File: src/rtl/uart_rx_pkg.sv
package uart_rx_pkg;

    typedef enum logic [1:0] {
        PAR_CHECKED   = 2'b00,
        PAR_FORCED    = 2'b01,
        PAR_NONE      = 2'b10,
        PAR_MULTIDROP = 2'b11
    } par_fmt_e;

    typedef enum logic [2:0] {
        RX_IDLE,
        RX_START,
        RX_DATA,
        RX_PAR,
        RX_STOP
    } rx_state_e;

    typedef struct packed {
        logic [7:0] data;
        logic       par_flag;
        logic       frm_err;
    } rx_char_t;

    // number of data bits for a length code
    function automatic logic [3:0] data_bits(input logic [1:0] len_code);
        return 4'd5 + {2'b00, len_code};
    endfunction

    // parity flag for a completed character
    function automatic logic parity_flag(input logic [1:0] fmt, input logic odd,
                                         input logic [7:0] d, input logic pbit);
        logic flag;
        case (fmt)
            PAR_CHECKED:   flag = (^d) ^ pbit ^ odd;
            PAR_FORCED:    flag = pbit ^ odd;
            PAR_MULTIDROP: flag = pbit;
            default:       flag = 1'b0;
        endcase
        return flag;
    endfunction

endpackage

File: src/rtl/uart_rx_deframer.sv
module uart_rx_deframer
    import uart_rx_pkg::*;
#(
    parameter int OVS = 16
) (
    input  logic       clk,
    input  logic       rst,
    input  logic       enable,
    input  logic       tick,
    input  logic       rxd,
    input  logic [1:0] len_code,
    input  logic [1:0] par_fmt,
    input  logic       par_odd,
    output logic       done,
    output rx_char_t   chr
);
    localparam int CW = $clog2(OVS);
    localparam logic [CW-1:0] HALF_LAST = CW'(OVS / 2 - 1);
    localparam logic [CW-1:0] FULL_LAST = CW'(OVS - 1);

    rx_state_e     state;
    logic [CW-1:0] cnt;
    logic [3:0]    idx;
    logic [7:0]    shreg;
    logic          pbit;
    logic [3:0]    nbits;

    assign nbits = data_bits(len_code);

    always_ff @(posedge clk) begin
        if (rst || !enable) begin
            state <= RX_IDLE;
            cnt   <= '0;
            idx   <= '0;
            shreg <= '0;
            pbit  <= 1'b0;
            done  <= 1'b0;
            chr   <= '0;
        end else begin
            done <= 1'b0;
            if (tick) begin
                case (state)
                    RX_IDLE: begin
                        if (!rxd) begin
                            state <= RX_START;
                            cnt   <= '0;
                        end
                    end
                    RX_START: begin
                        if (cnt == HALF_LAST) begin
                            cnt   <= '0;
                            idx   <= '0;
                            shreg <= '0;
                            state <= rxd ? RX_IDLE : RX_DATA;
                        end else begin
                            cnt <= cnt + 1'b1;
                        end
                    end
                    RX_DATA: begin
                        if (cnt == FULL_LAST) begin
                            cnt             <= '0;
                            shreg[idx[2:0]] <= rxd;
                            idx             <= idx + 4'd1;
                            if (idx == nbits - 4'd1)
                                state <= (par_fmt == PAR_NONE) ? RX_STOP : RX_PAR;
                        end else begin
                            cnt <= cnt + 1'b1;
                        end
                    end
                    RX_PAR: begin
                        if (cnt == FULL_LAST) begin
                            cnt   <= '0;
                            pbit  <= rxd;
                            state <= RX_STOP;
                        end else begin
                            cnt <= cnt + 1'b1;
                        end
                    end
                    RX_STOP: begin
                        if (cnt == FULL_LAST) begin
                            cnt          <= '0;
                            done         <= 1'b1;
                            chr.data     <= shreg;
                            chr.frm_err  <= !rxd;
                            chr.par_flag <= parity_flag(par_fmt, par_odd, shreg, pbit);
                            state        <= RX_IDLE;
                        end else begin
                            cnt <= cnt + 1'b1;
                        end
                    end
                    default: state <= RX_IDLE;
                endcase
            end
        end
    end

    AST_START_CONFIRMED: assert property (@(posedge clk) disable iff (rst)
        (state == RX_DATA && $past(state) == RX_START) |-> !$past(rxd));

endmodule

File: src/rtl/uart_rx_fifo.sv
module uart_rx_fifo
    import uart_rx_pkg::*;
#(
    parameter int DEPTH = 3
) (
    input  logic     clk,
    input  logic     rst,
    input  logic     flush,
    input  logic     push,
    input  rx_char_t wr_chr,
    input  logic     pop,
    output rx_char_t head,
    output logic     not_empty,
    output logic     full,
    output logic     accepted,
    output logic     dropped
);
    localparam int PW = (DEPTH > 1) ? $clog2(DEPTH) : 1;
    localparam int NW = $clog2(DEPTH + 1);
    localparam logic [PW-1:0] LAST = PW'(DEPTH - 1);
    localparam logic [NW-1:0] CAP  = NW'(DEPTH);

    rx_char_t      mem [DEPTH];
    logic [PW-1:0] rd_ptr, wr_ptr;
    logic [NW-1:0] count;
    logic          do_pop;

    assign full      = (count == CAP);
    assign not_empty = (count != '0);
    assign do_pop    = pop && not_empty;
    assign accepted  = push && !full;
    assign dropped   = push && full;
    assign head      = mem[rd_ptr];

    always_ff @(posedge clk) begin
        if (rst || flush) begin
            rd_ptr <= '0;
            wr_ptr <= '0;
            count  <= '0;
        end else begin
            if (accepted) begin
                mem[wr_ptr] <= wr_chr;
                wr_ptr      <= (wr_ptr == LAST) ? '0 : wr_ptr + 1'b1;
            end
            if (do_pop)
                rd_ptr <= (rd_ptr == LAST) ? '0 : rd_ptr + 1'b1;
            count <= count + NW'(accepted) - NW'(do_pop);
        end
    end

    AST_POP_EMPTY: assert property (@(posedge clk) disable iff (rst || flush)
        (pop && !push && count == '0) |=> (count == '0));

    AST_FULL_DISCARD: assert property (@(posedge clk) disable iff (rst || flush)
        (push && !pop && full) |=> full);

endmodule

File: src/rtl/uart_rx_status.sv
module uart_rx_status (
    input  logic clk,
    input  logic rst,
    input  logic clr,
    input  logic blk_mode,
    input  logic stored,
    input  logic lost,
    input  logic new_par,
    input  logic new_frm,
    input  logic head_valid,
    input  logic head_par,
    input  logic head_frm,
    output logic err_par,
    output logic err_frm,
    output logic err_ovr
);
    logic acc_par, acc_frm;

    always_ff @(posedge clk) begin
        if (rst || clr) begin
            acc_par <= 1'b0;
            acc_frm <= 1'b0;
            err_ovr <= 1'b0;
        end else begin
            if (stored) begin
                acc_par <= acc_par | new_par;
                acc_frm <= acc_frm | new_frm;
            end
            if (lost)
                err_ovr <= 1'b1;
        end
    end

    assign err_par = blk_mode ? acc_par : (head_valid & head_par);
    assign err_frm = blk_mode ? acc_frm : (head_valid & head_frm);

    AST_OVERRUN_SET: assert property (@(posedge clk) disable iff (rst)
        (lost && !clr) |=> err_ovr);

    AST_BLOCK_STICKY: assert property (@(posedge clk) disable iff (rst)
        (blk_mode && $past(blk_mode) && $past(err_par) && !$past(clr)) |-> err_par);

endmodule

File: src/rtl/uart_rx_channel.sv
module uart_rx_channel
    import uart_rx_pkg::*;
#(
    parameter int OVS   = 16,
    parameter int DEPTH = 3
) (
    input  logic       clk,
    input  logic       rst,
    input  logic       tick16,
    input  logic       rxd,
    input  logic [1:0] cfg_len,
    input  logic [1:0] cfg_par,
    input  logic       cfg_par_odd,
    input  logic       cfg_err_block,
    input  logic       cfg_irq_full,
    input  logic       cfg_rts_flow,
    input  logic       cmd_enable,
    input  logic       cmd_disable,
    input  logic       cmd_err_clr,
    input  logic       cmd_reset,
    input  logic       rd_pop,
    output logic [7:0] rd_data,
    output logic       rd_ready,
    output logic       fifo_full,
    output logic       err_parity,
    output logic       err_framing,
    output logic       err_overrun,
    output logic       irq,
    output logic       rts_on
);
    logic     rx_en;
    logic     dfr_done;
    rx_char_t dfr_chr;
    rx_char_t head;
    logic     stored, lost;

    always_ff @(posedge clk) begin
        if (rst || cmd_reset)
            rx_en <= 1'b0;
        else if (cmd_enable)
            rx_en <= 1'b1;
        else if (cmd_disable)
            rx_en <= 1'b0;
    end

    uart_rx_deframer #(.OVS(OVS)) u_deframer (
        .clk      (clk),
        .rst      (rst || cmd_reset),
        .enable   (rx_en),
        .tick     (tick16),
        .rxd      (rxd),
        .len_code (cfg_len),
        .par_fmt  (cfg_par),
        .par_odd  (cfg_par_odd),
        .done     (dfr_done),
        .chr      (dfr_chr)
    );

    uart_rx_fifo #(.DEPTH(DEPTH)) u_fifo (
        .clk       (clk),
        .rst       (rst),
        .flush     (cmd_reset),
        .push      (dfr_done),
        .wr_chr    (dfr_chr),
        .pop       (rd_pop),
        .head      (head),
        .not_empty (rd_ready),
        .full      (fifo_full),
        .accepted  (stored),
        .dropped   (lost)
    );

    uart_rx_status u_status (
        .clk        (clk),
        .rst        (rst),
        .clr        (cmd_err_clr || cmd_reset),
        .blk_mode   (cfg_err_block),
        .stored     (stored),
        .lost       (lost),
        .new_par    (dfr_chr.par_flag),
        .new_frm    (dfr_chr.frm_err),
        .head_valid (rd_ready),
        .head_par   (head.par_flag),
        .head_frm   (head.frm_err),
        .err_par    (err_parity),
        .err_frm    (err_framing),
        .err_ovr    (err_overrun)
    );

    assign rd_data = head.data;
    assign irq     = cfg_irq_full ? fifo_full : rd_ready;
    assign rts_on  = !(cfg_rts_flow && fifo_full);

    AST_CMD_EXCLUSIVE: assert property (@(posedge clk) disable iff (rst)
        $onehot0({cmd_enable, cmd_disable, cmd_err_clr, cmd_reset}));

    AST_DISABLED_QUIET: assert property (@(posedge clk) disable iff (rst)
        !rx_en |=> !dfr_done);

endmodule

File: config.mk
export PLATFORM = sky130hd
export DESIGN_NAME = uart_rx_channel
export DESIGN_NICKNAME = d
export VERILOG_FILES = /design/src/rtl/uart_rx_pkg.sv /design/src/rtl/uart_rx_deframer.sv /design/src/rtl/uart_rx_fifo.sv /design/src/rtl/uart_rx_status.sv /design/src/rtl/uart_rx_channel.sv
export SDC_FILE = /design/constraint.sdc
export NUM_CORES = 1
export LEC_CHECK = 0
export ABC_AREA = 1
export BUFFER_PORTS_ARGS = -buffer_cell sky130_fd_sc_hd__buf_2
export CAP_MARGIN = 5
export CORE_ASPECT_RATIO = 1.5
export CORE_UTILIZATION = 58
export DETAILED_ROUTE_END_ITERATION = 10
export PLACE_DENSITY = 0.78
export SLEW_MARGIN = 20
export SYNTH_ARGS = -nofsm -noshare
export SYNTH_HDL_FRONTEND = slang
export SYNTH_SLANG_ARGS = --single-unit
File: constraint.sdc
create_clock -name clk -period 2.02 [get_ports clk]
set_input_delay 0.202 -clock clk [delete_from_list [all_inputs] [get_ports clk]]
set_output_delay 0.202 -clock clk [all_outputs]
set_load 0.05 [all_outputs]
# Word-level counts from Yosys, hierarchy flattened
# Memories as Yosys holds them, arrays and structs flattened. A register that Yosys moved wholly into a read port is not among the register bits.
# Cells that the tools add are included.
dict set report classes {
  reduce_logical 27
  bitwise 9
  add_sub_neg 8
  mux 36
  eq_ne 19
  n_lt_le_gt_ge 2
}
# op n
set ops {}
lappend ops {{$mux W3} 7}
lappend ops {{$mux W4} 5}
lappend ops {{$mux W8} 2}
lappend ops {{$pmux W8 S2} 1}
lappend ops {{$pmux W3 S5} 1}
lappend ops {{$pmux W4 S3} 1}
lappend ops {{$eq A2 B2 Y1 const B} 5}
lappend ops {{$mux W1} 10}
lappend ops {{$mux W2} 5}
lappend ops {{$ne A2 B1 Y1 const B} 5}
lappend ops {{$reduce_and A3 Y1} 3}
lappend ops {{$add A4 B1 Y4 const B} 2}
lappend ops {{$bwmux W8} 1}
lappend ops {{$pmux W4 S2} 1}
lappend ops {{$reduce_xor A8 Y1} 1}
lappend ops {{$reduce_and A7 Y1} 1}
lappend ops {{$eq A3 B2 Y1 const B} 2}
lappend ops {{$reduce_bool A2 Y1} 3}
lappend ops {{$reduce_or A3 Y1} 2}
lappend ops {{$logic_and A1 B1 Y1} 5}
lappend ops {{$add A2 B1 Y2 const B} 2}
lappend ops {{$add A3 B2 Y4 const A} 1}
lappend ops {{$eq A4 B3 Y1 const B} 1}
lappend ops {{$eq A4 B4 Y1} 1}
lappend ops {{22 further kinds} 33}
dict set report totals {
  n_memories 1
  input_bits 17
  ramBits 30
  word_cells 118
  out_inout_bits 15
  ff_bits 41
}
# name depth width rd rd_ports_with_merged_regs write_ports line
set mem_list {}
lappend mem_list {u_fifo.mem 3 10 1 1 1 uart_rx_fifo.sv:23} ;# rx_char_t mem [DEPTH];

# Longest topological paths before layout
# Gate-level depths: netlist of the first run.
dict set report logic_depth {
  depth_word 7
  mapped_depth 12
  ltp_nobuf 12
}

# Hierarchy
# From an unflattened synthesis of the first run, not the netlist that was laid out.
dict set report hier_totals {
  cells_unflattened 413
  area_unflattened_um2 3329.4
}
# mod cells_per_inst area_per_inst_um2 n_inst seq_area_each_um2
set by_module_without_submodules {}
lappend by_module_without_submodules {uart_rx_deframer 242 1610.3 1 620.6}
lappend by_module_without_submodules {uart_rx_fifo 135 1500.2 1 1061.0}
lappend by_module_without_submodules {uart_rx_status 23 142.6 1 60.1}
lappend by_module_without_submodules {uart_rx_channel 13 76.3 1 20.0}

# Least setup slack after synthesis of the first run
# No wires, ideal clock.
dict set report synth_timing {
  kind {register -> output}
  startpoint {reg with a tool-made name}
  endpoint {out rd_data[0]}
  required_ns 1.818
  stages_incl_launch_ff 6
  arrival_ns 1.639
  slack_ns 0.179
  n_path_buf 2
  cell_sequence {dfxtp_1 -> clkbuf_1 -> inv_1 -> clkbuf_1 -> nor2_1 -> a21oi_1}
}
# element line
set synth_lines {}
lappend synth_lines {{end: declaration} uart_rx_channel.sv:22} ;# output logic [7:0] rd_data,

==> metrics.yaml, run 1 <==
cts:
  clkTransAtPathRegs_ns: 0.08
  hold_buffers: 0
  clock_path_buffers: 2
  cts-root-buf: "clkbuf_8"
  cts_post_setup_buffers_inserted: 0
  cts_made_buffers: 9
  insertion_delay_ns: 0.34
  cts_max_level: 3
  numClockSinks: 73
  cts_tree: "done"
  cts_resized: 0
routing:
  vias: 2686
  avgRoutedWirePerCell_um: 12.5
  drt_iter0_markers: 148
  antenna_left: 0
  drt_pass1_iterations: 5
  avgViaCountPerCell: 5.36
  wl_um: 6280
  drc: 0
logic_synthesis:
  syn-num-nets: 405
  synth_top_cell_by_area: "edfxtp_1"
  seq_area_frac_synth_pct: 54.3
  synth_most_common_cell: "nand2_1"
  ys_types: 35
  synth_area_um2: 3240
  async_reset_ff_share_pct: 0
  synth_warnings: 0
  synth-seq-cells: 73
  syn_area_per_cell_um2: 8.44
  synth_edf_count: 30
  yosys-top-cells-count: "81 x nand2_1, 48 x a21oi_1, 43 x dfxtp_1"
  synthCells: 384
  synthTopCellsByArea: "edfxtp_1 28%, dfxtp_1 27%, nand2_1 9.4%, a21oi_1 7.4%, inv_1 4.7%"
  synth-main-ff-cell: "dfxtp_1"
  synth.top_cell.area_share_pct: 27.8
floorplanning:
  die_h_um: 93.6
  start_util_pct: 59.9
  die_w_um: 63.0
  rows: 33
  die-area_um2: 5900
  coreArea_um2: 5410
  ios: 32
timing:
  grt_setup_unrepaired: "no"
  relSlewSlack_pct: 64.2
  hold_violations: 0
  finalSetupViolations: 0
  fin_hold_ws_ns: 0.0551
  period_share_pct: 89.6
  tns_ns: 0
  fmax_mhz: 552
  drv_slew: 0
  fin_crit_ns: 1.81
  worst_pin_slew_ns: 0.532
  fin_skew_ns: 0.00889
  layout_setup_ws_ns: 0.210
power:
  clkPwrFrac_pct: 43.8
  internal_power_mw: 2.25
  peakVddDrop_mv: 0.451
  power_frac_comb_pct: 2.2
  swShare_pct: 20.3
  switchingPower_mw: 0.572
  total_leakage_power_nw: 1.63
  sequentialPowerShare_pct: 54.0
  power_density_nw_per_um2: 757
global_routing:
  track_usage_pct: 24.2
  overflow: 0
  grt_pass1_wl_um: 10900
  antenna_found_initial: 0
  grt_pass1_vias: 2532
  grt_start_max_net_pins: 20
layout:
  multi_input_area_um2: 1250
  finalNetCount: 447
  drive_above_1_share_pct: 17.6
  areaGrowthSynthToFinish_pct: 14.8
  seqCellArea_um2: 1760
  fillers: 452
  n_antenna_cell: 0
min_path:
  hold_path.class: "in -> reg"
placement:
  io_buffers: 31
  pre_cts_slack_ns: 0.290
  dp_hpwl_um: 4620
  gp_congestion: 0.838
run_status:
  status: "finished, final reports clean"
critical_path:
  worstPathMaxFanout: 10
  worstPathArrival_ns: 1.61
  end_kind: "primary output"
  required_ns: 1.82
  startpoint_type: "flop"
  crit_type: "reg -> out"
flow_run:
  drv_cap: 0
## kinds of logic after synthesis
kind of cell / count (synthesis) / synth area share, %
flip-flops: 73 / 54.3
adder cells (fa/ha/maj): 4 / 1.54
AO/OA/AOI/OAI: 90 / 15.3
buffers and inverters: 58 / 6.95
XOR/XNOR: 4 / 1.08
AND/OR/NAND/NOR: 155 / 20.8
## layout make-up
| cell class | count | area share [%] |
|---|---|---|
| clock buffers | 10 | 3.43 |
| repair buffers | 38 | 5.58 |
| inverters | 51 | 5.18 |
| multi-input cells | 253 | 33.7 |
| clock inverters | 6 | 2.42 |
| flip-flops and latches | 73 | 47.3 |
| well taps | 70 | 2.35 |
## sequential cells by signal, indices dropped and copies added (netlist names), named ones only
signal and count:
u_fifo.wr_ptr 2, rx_en 1, u_deframer.shreg 8, u_status.acc_frm 1
u_deframer.idx 4, u_status.acc_par 1, u_deframer.cnt 4, u_fifo.count 2
u_fifo.rd_ptr 2, u_deframer.state 3, u_status.err_ovr 1, u_deframer.pbit 1
u_fifo.mem 30, u_deframer.chr 10, u_deframer.done 1
## stage by stage
| stage | instances | power (mW) | util (%) | instance area, µm² |
|---|---|---|---|---|
| after global placement | 485 | 1.62 | 64.8 | 3500 |
| final | 501 | 2.82 | 68.8 | 3720 |
| after detailed placement | 485 | 1.62 | 64.8 | 3500 |
| after floorplan | 384 | 1.59 | - | 3240 |
| after global routing | 501 | 2.91 | 68.8 | 3720 |
| after CTS | 501 | 2.85 | 68.8 | 3720 |
## critical path: stages (launching register included)
cell and delay [ns]:
dfxtp_1 0.34, clkinv_1 0.27, nand2_1 0.13, nand3_1 0.07
o2111ai_1 0.10, o21ai_0 0.12, buf_2 0.23
## power groups by stage
stage	sequential, mW	combinational, mW	clock (mW)
floorplan	1.56	0.0333	0
CTS	1.52	0.0619	1.26
detailed placement	1.56	0.0618	0
global placement	1.56	0.0603	0
global route	1.52	0.0693	1.32
finish	1.52	0.0620	1.23
## cells in the final DEF, fill, tap and decap left out, types with 4 or more instances in the layout
cell type,n
buf_4,7
o21ai_1,4
inv_1,41
nor3_1,7
a21oi_1,48
buf_2,31
edfxtp_1,30
nand2_2,4
inv_2,8
o21ai_0,26
ha_1,4
nand3_1,21
clkbuf_8,9
nor2_1,33
dfxtp_1,43
nand2_1,81
## metal layers
| metal | vias up | wire [µm] | share of wire (%) | global-route usage (%) |
|---|---|---|---|---|
| met5 | - | 0 | 0 | 0 |
| met4 | 0 | 139 | 2.2 | 12.8 |
| met3 | 11 | 224 | 3.6 | 5.73 |
| met2 | 64 | 3430 | 55 | 44.8 |
| met1 | 1237 | 2480 | 40 | 24.7 |
| li1 | 1374 | - | - | - |
## final timing paths
check | from | to | slack (ns) | cells after the start
worst max-delay path | flop | err_parity | 0.21 | 6
worst min-delay path | cmd_disable | rx_en | 0.06 | 2
worst max register to register | u_deframer.cnt[0] | u_deframer.chr[6] | 0.25 | 9
worst min register to register | u_status.err_ovr | u_status.err_ovr | 0.46 | 2
(Power assumes the default switching activity.)
==> run 2: changes to the inputs <==
--- a/config.mk
+++ b/config.mk
@@ -8,10 +8,12 @@
 export ABC_AREA = 1
 export BUFFER_PORTS_ARGS = -buffer_cell sky130_fd_sc_hd__buf_2
 export CAP_MARGIN = 5
-export CORE_ASPECT_RATIO = 1.5
-export CORE_UTILIZATION = 58
+export CELL_PAD_IN_SITES_DETAIL_PLACEMENT = 0
+export CELL_PAD_IN_SITES_GLOBAL_PLACEMENT = 1
+export CORE_ASPECT_RATIO = 0.75
+export CORE_UTILIZATION = 44
 export DETAILED_ROUTE_END_ITERATION = 10
-export PLACE_DENSITY = 0.78
+export PLACE_DENSITY_LB_ADDON = 0.1
 export SLEW_MARGIN = 20
 export SYNTH_ARGS = -nofsm -noshare
 export SYNTH_HDL_FRONTEND = slang
==> metrics.yaml, run 2 (synthesized netlist as in run 1, its figures left out) <==
routing:
  drc: 0  # unchanged
  vias: 2605  # was 2686
  wl_um: 6590  # was 6280 µm
  avgRoutedWirePerCell_um: 12.4  # was 12.5 µm
  antenna_left: 0  # unchanged
  avgViaCountPerCell: 4.90  # was 5.36
  drt_iter0_markers: 97  # was 148
  drt_pass1_iterations: 4  # was 5
layout:
  areaGrowthSynthToFinish_pct: 15.5  # was 14.8%
  drive_above_1_share_pct: 18.2  # was 17.6%
  fin_util_pct: 53.8  # was 68.8%
  n_antenna_cell: 0  # unchanged
  fin_area_um2: 3740  # was 3720 µm²
  fillers: 678  # was 452
  finalNetCount: 450  # was 447
  top_regs: "u_fifo.mem x30, u_deframer.chr x10, u_deframer.shreg x8"  # unchanged
  largest_register_ffs: 30  # unchanged
  largest_register: "u_fifo.mem"  # unchanged
  mostFrequentLayoutCell: "nand2_1"  # unchanged
  final_cell_mix: "81 x nand2_1, 48 x a21oi_1, 43 x dfxtp_1, 41 x inv_1, 33 x nor2_1"  # unchanged
critical_path:
  slowest_delay_ns: 0.38  # was 0.34 ns
  crit_chain: "ha_1 -> nand2_1 -> nor2_1 -> inv_1 -> nand2_1 -> nand3_2 -> a21oi_4 -> nand3_1 -> a21oi_1 -> a21oi_1"  # was clkinv_1 -> nand2_1 -> nand3_1 -> o2111ai_1 -> o21ai_0 -> buf_2
  worstRegToRegCells: 10  # was 9
  crit_type: "reg -> reg"  # was reg -> out
  startpoint_type: "flop"  # unchanged
  rrSetupSlack_ns: 0.27  # was 0.25 ns
  worstPathMaxFanout: 10  # unchanged
  worstPathArrival_ns: 1.98  # was 1.61 ns
  end_kind: "flop"  # was primary output
  worstReg2RegEnd: "u_deframer.shreg[4]"  # was u_deframer.chr[6]
  reg2reg_from: "u_deframer.cnt[0]"  # unchanged
  crit_end: "u_deframer.shreg[4]"  # was err_parity
  crit_start: "u_deframer.cnt[0]"
  crit_path_top_delay_cell: "dfxtp_1"  # unchanged
  required_ns: 2.25  # was 1.82 ns
cts:
  clock_path_buffers: 2  # unchanged
  insertion_delay_ns: 0.34  # about the same
  hold_buffers: 0  # unchanged
  cts_max_level: 3  # unchanged
  cts_made_buffers: 9  # unchanged
  clkTransAtPathRegs_ns: 0.08  # about the same
  numClockSinks: 73  # unchanged
  cts_tree: "done"  # unchanged
  cts-root-buf: "clkbuf_8"  # unchanged
floorplanning:
  die-area_um2: 7720  # was 5900 µm²
  rows: 26  # was 33
  coreArea_um2: 6960  # was 5410 µm²
  die_w_um: 101  # was 63.0 µm
  ios: 32  # unchanged
  die_h_um: 76.3  # was 93.6 µm
  start_util_pct: 46.6  # was 59.9%
placement:
  placed_area_um2: 3560  # was 3500 µm²
  dp_hpwl_um: 4780  # was 4620 µm
  gp_congestion: 0.870  # was 0.838
  io_buffers: 31  # unchanged
  pre_cts_slack_ns: 0.285  # was 0.290 ns
timing:
  fin_crit_ns: 1.75  # was 1.81 ns
  fmax_mhz: 572  # was 552 MHz
  finalSetupViolations: 0  # unchanged
  fin_skew_ns: 0.00751  # was 0.00889 ns
  tns_ns: 0  # unchanged
  worst_pin_slew_ns: 0.394  # was 0.532 ns
  period_share_pct: 86.6  # was 89.6%
  grt_setup_unrepaired: "no"  # unchanged
  layout_setup_ws_ns: 0.271  # was 0.210 ns
  hold_violations: 0  # unchanged
  relSlewSlack_pct: 73.6  # was 64.2%
  drv_slew: 0  # unchanged
run_status:
  status: "finished, final reports clean"  # unchanged
min_path:
  hold_path.class: "in -> reg"  # unchanged
global_routing:
  overflow: 0  # unchanged
  grt_pass1_vias: 2366  # was 2532
  antenna_found_initial: 0  # unchanged
  grt_pass1_wl_um: 11000  # was 10900 µm
  track_usage_pct: 18.8  # was 24.2%
  grt_start_max_net_pins: 20  # unchanged
power:
  total_leakage_power_nw: 1.61  # was 1.63 nW
  totalPowerFinal_mw: 2.61  # was 2.82 mW
  power_density_nw_per_um2: 697  # was 757 nW/µm²
  peakVddDrop_mv: 0.372  # was 0.451 mV
flow_run:
  drv_cap: 0  # unchanged
[run 2: metrics by stage]
step / hold WS (ns) / instances
2_1_floorplan: 0.291 / 384
3_5_place_dp: 0.410 / 516
4_1_cts: 0.0401 / 532
3_3_place_gp: 0.408 / 516
6_report: 0.0543 / 532
5_1_grt: 0.0479 / 532
[run 2: worst min path at each step]
| stage | start | end | cells after the start |
|---|---|---|---|
| after floorplan | rxd | u_deframer.chr[0] | 1 |
| after global placement | cmd_disable | rx_en | 2 |
| after detailed placement | cmd_disable | rx_en | 2 |
| after CTS | cmd_disable | rx_en | 2 |
| after global routing | cmd_disable | rx_en | 2 |
| final | cmd_disable | rx_en | 2 |
[run 2: critical path: cells and delay by family (launching register included)]
| kind | cells | cell delay [ns] |
|---|---|---|
| compound gates | 3 | 0.46 |
| buf+inv | 1 | 0.07 |
| fa+ha+maj | 1 | 0.21 |
| simple gates | 5 | 0.53 |
| flops | 1 | 0.38 |
[run 2: final cells by class]
| type | count | area [µm²] | area share (%) |
|---|---|---|---|
| inverters | 51 | 195 | 5.21 |
| flip-flops and latches | 73 | 1760 | 47.0 |
| multi-input cells | 253 | 1250 | 33.5 |
| clock buffers | 10 | 138 | 3.68 |
| clock inverters | 6 | 42.5 | 1.14 |
| repair buffers | 41 | 230 | 6.15 |
| well taps | 98 | 123 | 3.27 |
[run 2: power breakdown]
part           total (mW)  internal, mW  switching (mW)  leakage [nW]
combinational      0.0634        0.0251          0.0383         0.839
sequential           1.52          1.52         0.00101         0.695
clock                1.02         0.478           0.544        0.0786
[run 2: timing repair]
item                       CTS  global route
setup endpoints to repair    0             1
gates resized for setup      0             1
buffers inserted             0             0
[run 2: routing by layer]
metal  up-vias  track usage [%]  wire [µm]
li1       1379                -          -
met1      1165             25.9       3340
met2        57             28.7       2860
met3         4             5.23        335
met4         0             5.65         54
met5         -                0          0
